$ cat config.mk
export PLATFORM = sky130hd
export DESIGN_NAME = offset_meas_seq
export DESIGN_NICKNAME = d
export VERILOG_FILES = /design/src/rtl/offset_meas_seq.sv
export SDC_FILE = /design/constraint.sdc
export NUM_CORES = 1
export LEC_CHECK = 0
export BUFFER_PORTS_ARGS = -buffer_cell sky130_fd_sc_hd__buf_2
export CORE_ASPECT_RATIO = 1.5
export CORE_MARGIN = 10
export CORE_UTILIZATION = 63
export DETAILED_ROUTE_END_ITERATION = 16
export GPL_TIMING_DRIVEN = 0
export PLACE_DENSITY_LB_ADDON = 0.05
export SLEW_MARGIN = 25
export SYNTH_ARGS = -nofsm -noshare
export SYNTH_HDL_FRONTEND = slang
export SYNTH_SLANG_ARGS = --single-unit
$ cat constraint.sdc
create_clock -name clk -period 9.95 [get_ports clk]
set_clock_uncertainty 0.15 [all_clocks]
set_input_delay 1.99 -clock clk [delete_from_list [all_inputs] [get_ports clk]]
set_output_delay 1.99 -clock clk [all_outputs]
set_load 0.02 [all_outputs]
$ cat src/rtl/offset_meas_seq.sv
module offset_meas_seq #(
  parameter int ADC_W      = 12,
  parameter int SETTLE_CYC = 3
) (
  input  logic                    clk,
  input  logic                    rst_n,
  input  logic                    start,
  input  logic                    bias_cap,
  input  logic                    adc_done,
  input  logic signed [ADC_W-1:0] adc_code,
  output logic                    adc_start,
  output logic [2:0]              mux_sel,
  output logic                    ref_hi,
  output logic signed [ADC_W:0]   cell1_out,
  output logic signed [ADC_W:0]   cell2_out,
  output logic signed [ADC_W:0]   cur_out,
  output logic signed [ADC_W:0]   temp_out,
  output logic                    cycle_done
);
  localparam int OW = ADC_W + 1;
  localparam int CW = $clog2(SETTLE_CYC + 2);
  localparam logic signed [OW-1:0] MAXV = {1'b0, {ADC_W{1'b1}}};
  localparam logic signed [OW-1:0] MINV = {1'b1, {ADC_W{1'b0}}};

  typedef enum logic [1:0] {S_IDLE, S_SETTLE, S_GO, S_WAIT} st_t;
  st_t st;
  logic [2:0] step;
  logic [CW-1:0] cnt;
  logic take_bias;
  logic signed [ADC_W-1:0] base;
  logic signed [OW-1:0] bias;

  wire busy = (st != S_IDLE);
  wire [1:0] chan = step[2:1];
  wire ph = step[0];

  assign mux_sel = !busy ? 3'd0 : (chan == 2'd3) ? 3'd4 : ph ? ({1'b0, chan} + 3'd1) : 3'd0;
  assign ref_hi  = busy && chan == 2'd3 && !ph;
  assign adc_start = (st == S_GO);

  wire signed [OW-1:0] code_x = {adc_code[ADC_W-1], adc_code};
  wire signed [OW-1:0] base_x = {base[ADC_W-1], base};
  wire signed [OW-1:0] diff   = (chan == 2'd3) ? (base_x - code_x) : (code_x - base_x);
  wire signed [OW:0]   cur_full = {diff[OW-1], diff} - {bias[OW-1], bias};
  wire signed [OW-1:0] cur_sat  = (cur_full[OW] != cur_full[OW-1]) ?
                                  (cur_full[OW] ? MINV : MAXV) : cur_full[OW-1:0];

  always_ff @(posedge clk or negedge rst_n) begin
    if (!rst_n) begin
      st <= S_IDLE;
      step <= '0;
      cnt <= '0;
      take_bias <= 1'b0;
      base <= '0;
      bias <= '0;
      cell1_out <= '0;
      cell2_out <= '0;
      cur_out <= '0;
      temp_out <= '0;
      cycle_done <= 1'b0;
    end else begin
      cycle_done <= 1'b0;
      case (st)
        S_IDLE: if (start) begin
          st <= S_SETTLE;
          step <= '0;
          cnt <= '0;
          take_bias <= bias_cap;
        end
        S_SETTLE: if (cnt == CW'(SETTLE_CYC)) st <= S_GO;
                  else cnt <= cnt + 1'b1;
        S_GO: st <= S_WAIT;
        S_WAIT: if (adc_done) begin
          if (!ph) base <= adc_code;
          else begin
            case (chan)
              2'd0: cell1_out <= diff;
              2'd1: cell2_out <= diff;
              2'd2: if (take_bias) begin
                      bias <= diff;
                      cur_out <= '0;
                    end else cur_out <= cur_sat;
              default: temp_out <= diff;
            endcase
          end
          cnt <= '0;
          if (step == 3'd7) begin
            st <= S_IDLE;
            cycle_done <= 1'b1;
          end else begin
            step <= step + 3'd1;
            st <= S_SETTLE;
          end
        end
        default: st <= S_IDLE;
      endcase
    end
  end

  logic [3:0] prev_sel;
  logic [CW-1:0] quiet;
  always_ff @(posedge clk or negedge rst_n) begin
    if (!rst_n) begin
      prev_sel <= '0;
      quiet <= '0;
    end else begin
      prev_sel <= {mux_sel, ref_hi};
      if ({mux_sel, ref_hi} != prev_sel) quiet <= '0;
      else if (quiet != CW'(SETTLE_CYC)) quiet <= quiet + 1'b1;
    end
  end

  assert_settled_start_R6: assert property (@(posedge clk) disable iff (!rst_n)
    adc_start |-> quiet == CW'(SETTLE_CYC));
  assert_start_pulse_R6: assert property (@(posedge clk) disable iff (!rst_n)
    adc_start |=> !adc_start);
  assert_ref_only_therm_R1: assert property (@(posedge clk) disable iff (!rst_n)
    ref_hi |-> mux_sel == 3'd4);
  assert_hold_outputs_R7: assert property (@(posedge clk) disable iff (!rst_n)
    !adc_done |=> $stable(cell1_out) && $stable(cell2_out) && $stable(cur_out) && $stable(temp_out));
  assert_done_after_conv_R8: assert property (@(posedge clk) disable iff (!rst_n)
    cycle_done |-> $past(adc_done));
  assert_done_pulse_R8: assert property (@(posedge clk) disable iff (!rst_n)
    cycle_done |=> !cycle_done);
endmodule

==> metrics.txt, run 1 <==
run status=finished clean; leading cell type in the layout, fill and taps excluded=sky130_fd_sc_hd__nand2_1; highest-count cells in the layout ignoring fill and taps=sky130_fd_sc_hd__nand2_1 (101), sky130_fd_sc_hd__dfrtp_1 (87), sky130_fd_sc_hd__buf_2 (76); io pins=75; post-detailed-route DRC marker count=0; RSZ-0062 raised after global routing=no; Filler Cell Count=around 640; netlist area before placement=5330 sq um; count of mapped cells out of synthesis=~590; worst flop-to-flop path endpoint=cur_out[11]; Syn Nets=between 600 and 700; per-cell via count in the routed design=5.73; normalized max-slew margin=58.6%; Final min period=5980 ps; cell with the biggest individual delay on the critical path=sky130_fd_sc_hd__fa_1; met2 WL post-DR=slightly above 7000 microns; worst hold-check path type=flop to flop; top routing layer used=met4; pin count of the biggest net entering global routing=50; portion of the post-synthesis area used by sequential elements=40.8%; clock tree from TritonCTS=built; power density relative to cell area=351 nW/um^2; area added between synthesis and finish=16.0%; Port Buffer Count=74; core region area=8360 sq um; number of buffers created by CTS=9; number of H-tree levels=3; via count of the first global-routing pass=4,713; number of buffers inserted to repair setup after CTS=0; cell at the root of the clock tree=sky130_fd_sc_hd__clkbuf_16; antenna cell count=0; required time of the critical path=10,070 ps; height of the die=133 microns; total number of clock tree sinks=87; vias after detailed routing=4,491; instance count along the most critical hold path=2; nets@finish=743; detailed-routing wirelength on met1=5020 microns; Final setup viols=0; maximum resistive drop on vdd=0.171 mV; transition time of the tightest slew-check pin=604 ps; HPWL reported at the end of detailed placement=10,500 microns; count of state elements after synthesis=87; type of the worst setup path=primary input to flop; register-to-register setup slack=5260 ps; cells on worst reg2reg path=21; CP Max Fanout=10; clock slew at reported path FFs=70 ps; met3 layer wire length in the routed design=581 microns; antenna violations before repair=0; worst min-delay path startpoint=cell1_out[7]; number of violations of the max-capacitance limit=0; maximum frequency from static timing analysis=167 MHz; total wire length after detailed routing=13,300 microns; startpoint of the worst-slack reg-to-reg timing path=base[0]; die extent in x=about 95 microns; Crit path largest cell delay=400 ps; count of hold-fix buffers inserted at cts=0; starting density of the core=63.8%; GRT Resource Usage Total=21.9%; Die Footprint=12,600 sq um; final core utilization=74.0%; Final Hold Viols=0; Pleak=between 0.003 and 0.004 uW; Resized cells post-CTS=0; Arr. time, crit path=6100 ps; ANT nets after route=0; grt total ovfl=0; Post-synth EDFFs=0; kind of start point of the critical path=primary input; average wire per standard cell=17.0 microns; final weighted congestion in routability-driven placement=0.866; count of buffer and inverter cells on the critical path=5; total negative slack=0 ps; total iterations of the first detailed-routing run=6; cell type group with the largest total delay on the critical path=compound AO/OA/AOI/OAI gates; Clock Path Buffers=2; first-pass GRT wire length=22,300 microns; yosys synthesis warning count=0; most frequently used flop master after synthesis=sky130_fd_sc_hd__dfrtp_1; Placement Rows=41; fraction of layout cells with a size suffix above 1=18.5%; Setup crit end kind=flop; Starting DRT DRC Count=171; share of the clock period used by the worst path after layout=between 60% and 70%; worst-skew pair later-pin latency=350 ps; share of synthesized registers carrying an async set or reset=100%; average footprint of a synthesized cell=9.10 sq um; synth unique cells=a little over 60; Worst Hold Path EP=cell1_out[7]; Slew Limit Fails=0; cells along the critical path=buf_2, ha_1, inv_1, fa_1, a21o_1, a2111oi_2, a211oi_2, a31oi_4, o21ai_2, xnor2_2, inv_1, ha_1, buf_2, nand3_2, nor3_1, o21ai_1, a311o_1, a21oi_4, o211ai_2, buf_6, o211ai_2
-- cells in the mapped netlist, drive strengths merged (2+ instances only) --
cell | instances | share of area (%)
a211o | 2 | 0.33
a211oi | 7 | 1.1
a21o | 10 | 1.4
a21oi | 31 | 3.2
a22o | 3 | 0.49
a22oi | 3 | 0.42
a31oi | 5 | 0.99
a32oi | 2 | 0.33
and3 | 3 | 0.35
buf | 5 | 0.63
clkbuf | 15 | 1.1
dfrtp | 87 | 41
fa | 3 | 1.1
ha | 51 | 12
inv | 64 | 4.5
mux2 | 8 | 1.7
mux2i | 3 | 0.56
nand2 | 101 | 7.1
nand2b | 10 | 1.2
nand3 | 5 | 0.56
nand3b | 2 | 0.28
nand4 | 3 | 0.35
nor2 | 15 | 1.1
nor2b | 6 | 0.70
nor3 | 7 | 0.66
nor3b | 3 | 0.42
o211ai | 12 | 2.4
o21a | 3 | 0.42
o21ai | 78 | 7.5
o22ai | 4 | 0.47
xnor2 | 8 | 1.5
xor2 | 9 | 1.5
-- area by class of cell --
class	count	area, sq um	share of cell area [%]
sequential	87	2180	35.2
tap	107	134	2.16
multi-input combinational	415	2830	45.7
clock inverter	5	63.8	1.03
timing repair buffer	75	404	6.53
clock buffer	11	253	4.08
buffer	20	90.1	1.46
inverter	64	240	3.88
-- power breakdown --
group          switching, uW  leakage (uW)  total [uW]  internal [uW]
Sequential              75.8       0.00117         527            451
Combinational            813       0.00184        1290            475
Clock                    149      0.000152         359            210
Total                   1040       0.00316        2170           1140
-- kinds of logic (layout without fill, tap and decap cells) --
group | after synthesis | count (layout) | share of synthesized area [%]
XOR/XNOR | 17 | 17 | 2.93
adder cells (fa/ha/maj) | 54 | 54 | 13.1
buffers and inverters | 84 | 175 | 6.19
AO/OA/AOI/OAI | 173 | 173 | 21.4
flip-flops | 87 | 87 | 40.8
AND/OR/NAND/NOR | 160 | 160 | 13.4
multiplexers | 11 | 11 | 2.25
-- per-stage QoR --
| stage | cells | power (uW) | hold slack (ps) | setup slack (ps) | cell area [sq um] |
|---|---|---|---|---|---|
| detailed placement | 768 | 1810 | 315 | 3640 | 5870 |
| CTS | 784 | 2170 | 329 | 3990 | 6190 |
| floorplan | 586 | 1470 | 300 | 4290 | 5330 |
| finish | 784 | 2170 | 325 | 3970 | 6190 |
| global route | 784 | 2350 | 364 | 3710 | 6190 |
| global placement | 767 | 1760 | 311 | 3710 | 5840 |
-- metal layers --
metal,up-vias,track usage [%]
met5,-,0
met4,0,11.2
met3,35,3.96
met2,113,39.2
met1,2165,23.3
li1,2178,-
-- tightest hold or removal path, cell delays in order (launching register included) --
cell,delay (ps)
sky130_fd_sc_hd__dfrtp_1,340
sky130_fd_sc_hd__nand2_1,40
sky130_fd_sc_hd__o21ai_0,60
-- registers in the layout, summed over array words and instances (netlist names) --
signal and count:
cycle_done 1, bias 13, take_bias 1, cell1_out 13, step 3, cell2_out 13, base 12, temp_out 13
st 2, cur_out 13, cnt 3
-- worst max path at each step --
stage	startpoint	to	slack, ps	depth (start not counted)
after floorplan	adc_code[0]	cur_out[1]	4290	20
after global placement	adc_code[0]	cur_out[1]	3710	18
after detailed placement	adc_code[0]	cur_out[11]	3640	18
after CTS	adc_code[0]	cur_out[11]	3990	21
after global routing	adc_code[0]	cur_out[11]	3710	18
final	adc_code[0]	cur_out[11]	3970	21
No activity file was read; power rests on OpenSTA's default activity.
==> inputs of run 2 (changes only) <==
CORE_UTILIZATION = 52   (was 63)
clock period = 4.9 ns   (was 9.95 ns; I/O delays follow)
==> metrics.txt, run 2 (synthesis results as in run 1) <==
final weighted congestion in routability-driven placement=0.906; highest-count cells in the layout ignoring fill and taps=sky130_fd_sc_hd__nand2_1 (101), sky130_fd_sc_hd__dfrtp_1 (87), sky130_fd_sc_hd__buf_2 (76); internal power component=2280 uW; multi-input combinational cell area=2920 sq um; Final min period=4700 ps; combinational power share=61.3%; hold slack final=317 ps; height of the die=144 microns; Starting DRT DRC Count=~160; Arr. time, crit path=4820 ps; share of the clock period used by the worst path after layout=96.0%; startpoint of the worst-slack reg-to-reg timing path=base[0]; per-cell via count in the routed design=5.63; post-route cell area=6280 sq um; Pleak=0.00318 uW; clock slew at reported path FFs=70 ps; vias after detailed routing=4,486; antenna cell count=0; maximum resistive drop on vdd=0.308 mV; area added between synthesis and finish=17.7%; worst hold-check path type=primary input to asynchronous set/reset pin; number of violations of the max-capacitance limit=0; number of buffers created by CTS=9; Power Total=4470 uW; count of hold-fix buffers inserted at cts=0; leading cell type in the layout, fill and taps excluded=sky130_fd_sc_hd__nand2_1; starting density of the core=52.9%; Placement Rows=45; total iterations of the first detailed-routing run=7; cell at the root of the clock tree=sky130_fd_sc_hd__clkbuf_16; Final setup viols=0; Worst setup startpoint=adc_code[0]; Final Hold Viols=0; pin count of the biggest net entering global routing=69; number of H-tree levels=3; die extent in x=~100 microns; required time of the critical path=5020 ps; worst-skew pair later-pin latency=approximately 340 ps; core region area=approximately 10,000 sq um; Setup crit end kind=flop; power density relative to cell area=a little over 700 nW/um^2; via count of the first global-routing pass=4,517; Die Footprint=14,800 sq um; run status=finished clean; clock tree from TritonCTS=built; Register Area=between 2000 and 2500 sq um; nets@finish=746; maximum frequency from static timing analysis=213 MHz; fraction of power spent switching nets=49.0%; HPWL reported at the end of detailed placement=between 10,000 and 15,000 microns; fraction of power consumed by sequential logic=about a quarter; Area after DPL=around 6000 sq um; GRT Resource Usage Total=19.1%; CP Max Fanout=10; kind of start point of the critical path=primary input; post-detailed-route DRC marker count=0; io pins=75; portion of total power attributed to the clock network=14.7%; cells on worst reg2reg path=21; first-pass GRT wire length=~22,000 microns; average wire per standard cell=17.1 microns; grt total ovfl=0; Port Buffer Count=74; total wire length after detailed routing=13,600 microns; antenna violations before repair=0; Slew Limit Fails=0; net switching power=2190 uW; transition time of the tightest slew-check pin=673 ps; normalized max-slew margin=53.9%; register-to-register setup slack=470 ps; total number of clock tree sinks=87; ANT nets after route=0; worst flop-to-flop path endpoint=cur_out[1]; fraction of layout cells with a size suffix above 1=20.3%; Filler Cell Count=just under 900; Clock Path Buffers=2; total negative slack=0 ps; type of the worst setup path=primary input to flop
run 2: cell type report:
class                      count  share of cell area (%)
buffer                        20                    1.44
clock buffer                   9                    3.59
clock inverter                 7                   0.877
inverter                      64                    3.83
multi-input combinational    415                    46.5
sequential                    87                    34.7
tap                          117                    2.33
timing repair buffer          78                    6.80
run 2: power groups by stage:
stage | combinational [uW] | sequential, uW | clock (uW)
CTS | 2670 | 1070 | 666
global route | 3040 | 1100 | 703
global placement | 2560 | 1080 | 0
finish | 2740 | 1070 | 657
floorplan | 1800 | 1190 | 0
detailed placement | 2630 | 1080 | 0
run 2: timing repair:
item                                   in CTS  in global routing
setup endpoints to repair                  11                 12
gates cloned                                0                  0
pin swaps                                   1                  4
buffers inserted                            2                  1
resized for setup                           2                 13
endpoints found under the hold margin       0                  0
run 2: worst max-delay path, stage by stage:
cell	delay, ps
sky130_fd_sc_hd__buf_2	100
sky130_fd_sc_hd__ha_1	180
sky130_fd_sc_hd__inv_1	60
sky130_fd_sc_hd__fa_1	380
sky130_fd_sc_hd__a21o_1	210
sky130_fd_sc_hd__a2111oi_4	370
sky130_fd_sc_hd__a211oi_4	120
sky130_fd_sc_hd__a31oi_4	210
sky130_fd_sc_hd__o21ai_2	90
sky130_fd_sc_hd__xnor2_2	210
sky130_fd_sc_hd__inv_1	70
sky130_fd_sc_hd__ha_1	260
sky130_fd_sc_hd__buf_2	170
sky130_fd_sc_hd__nand3_2	150
sky130_fd_sc_hd__nor3_2	210
sky130_fd_sc_hd__o21ai_2	120
sky130_fd_sc_hd__a311o_1	380
sky130_fd_sc_hd__a21oi_4	150
sky130_fd_sc_hd__o211ai_2	150
sky130_fd_sc_hd__buf_6	180
sky130_fd_sc_hd__o211ai_2	70
run 2: stage by stage:
step	util, %	instances	setup slack [ps]
6_report	62.3	797	196
5_1_grt	62.3	797	-12.6
4_1_cts	61.4	796	34.5
3_5_place_dp	58.4	778	-515
3_3_place_gp	58.0	777	-354
2_1_floorplan	-	586	246
run 2: how the worst max path moves through the flow:
stage                      end  cells past startpoint  slack, ps
global placement    cur_out[1]                     21       -350
detailed placement  cur_out[1]                     21       -520
CTS                 cur_out[1]                     21         30
global route        cur_out[1]                     21        -10
finish              cur_out[1]                     21        200
floorplan           cur_out[1]                     20        250
run 2: routing by layer:
metal  global-route usage, %  routed length (microns)
met5                       0                        0
met4                    6.86                      223
met3                    3.77                      447
met2                    34.9                     7410
met1                    21.1                     5540
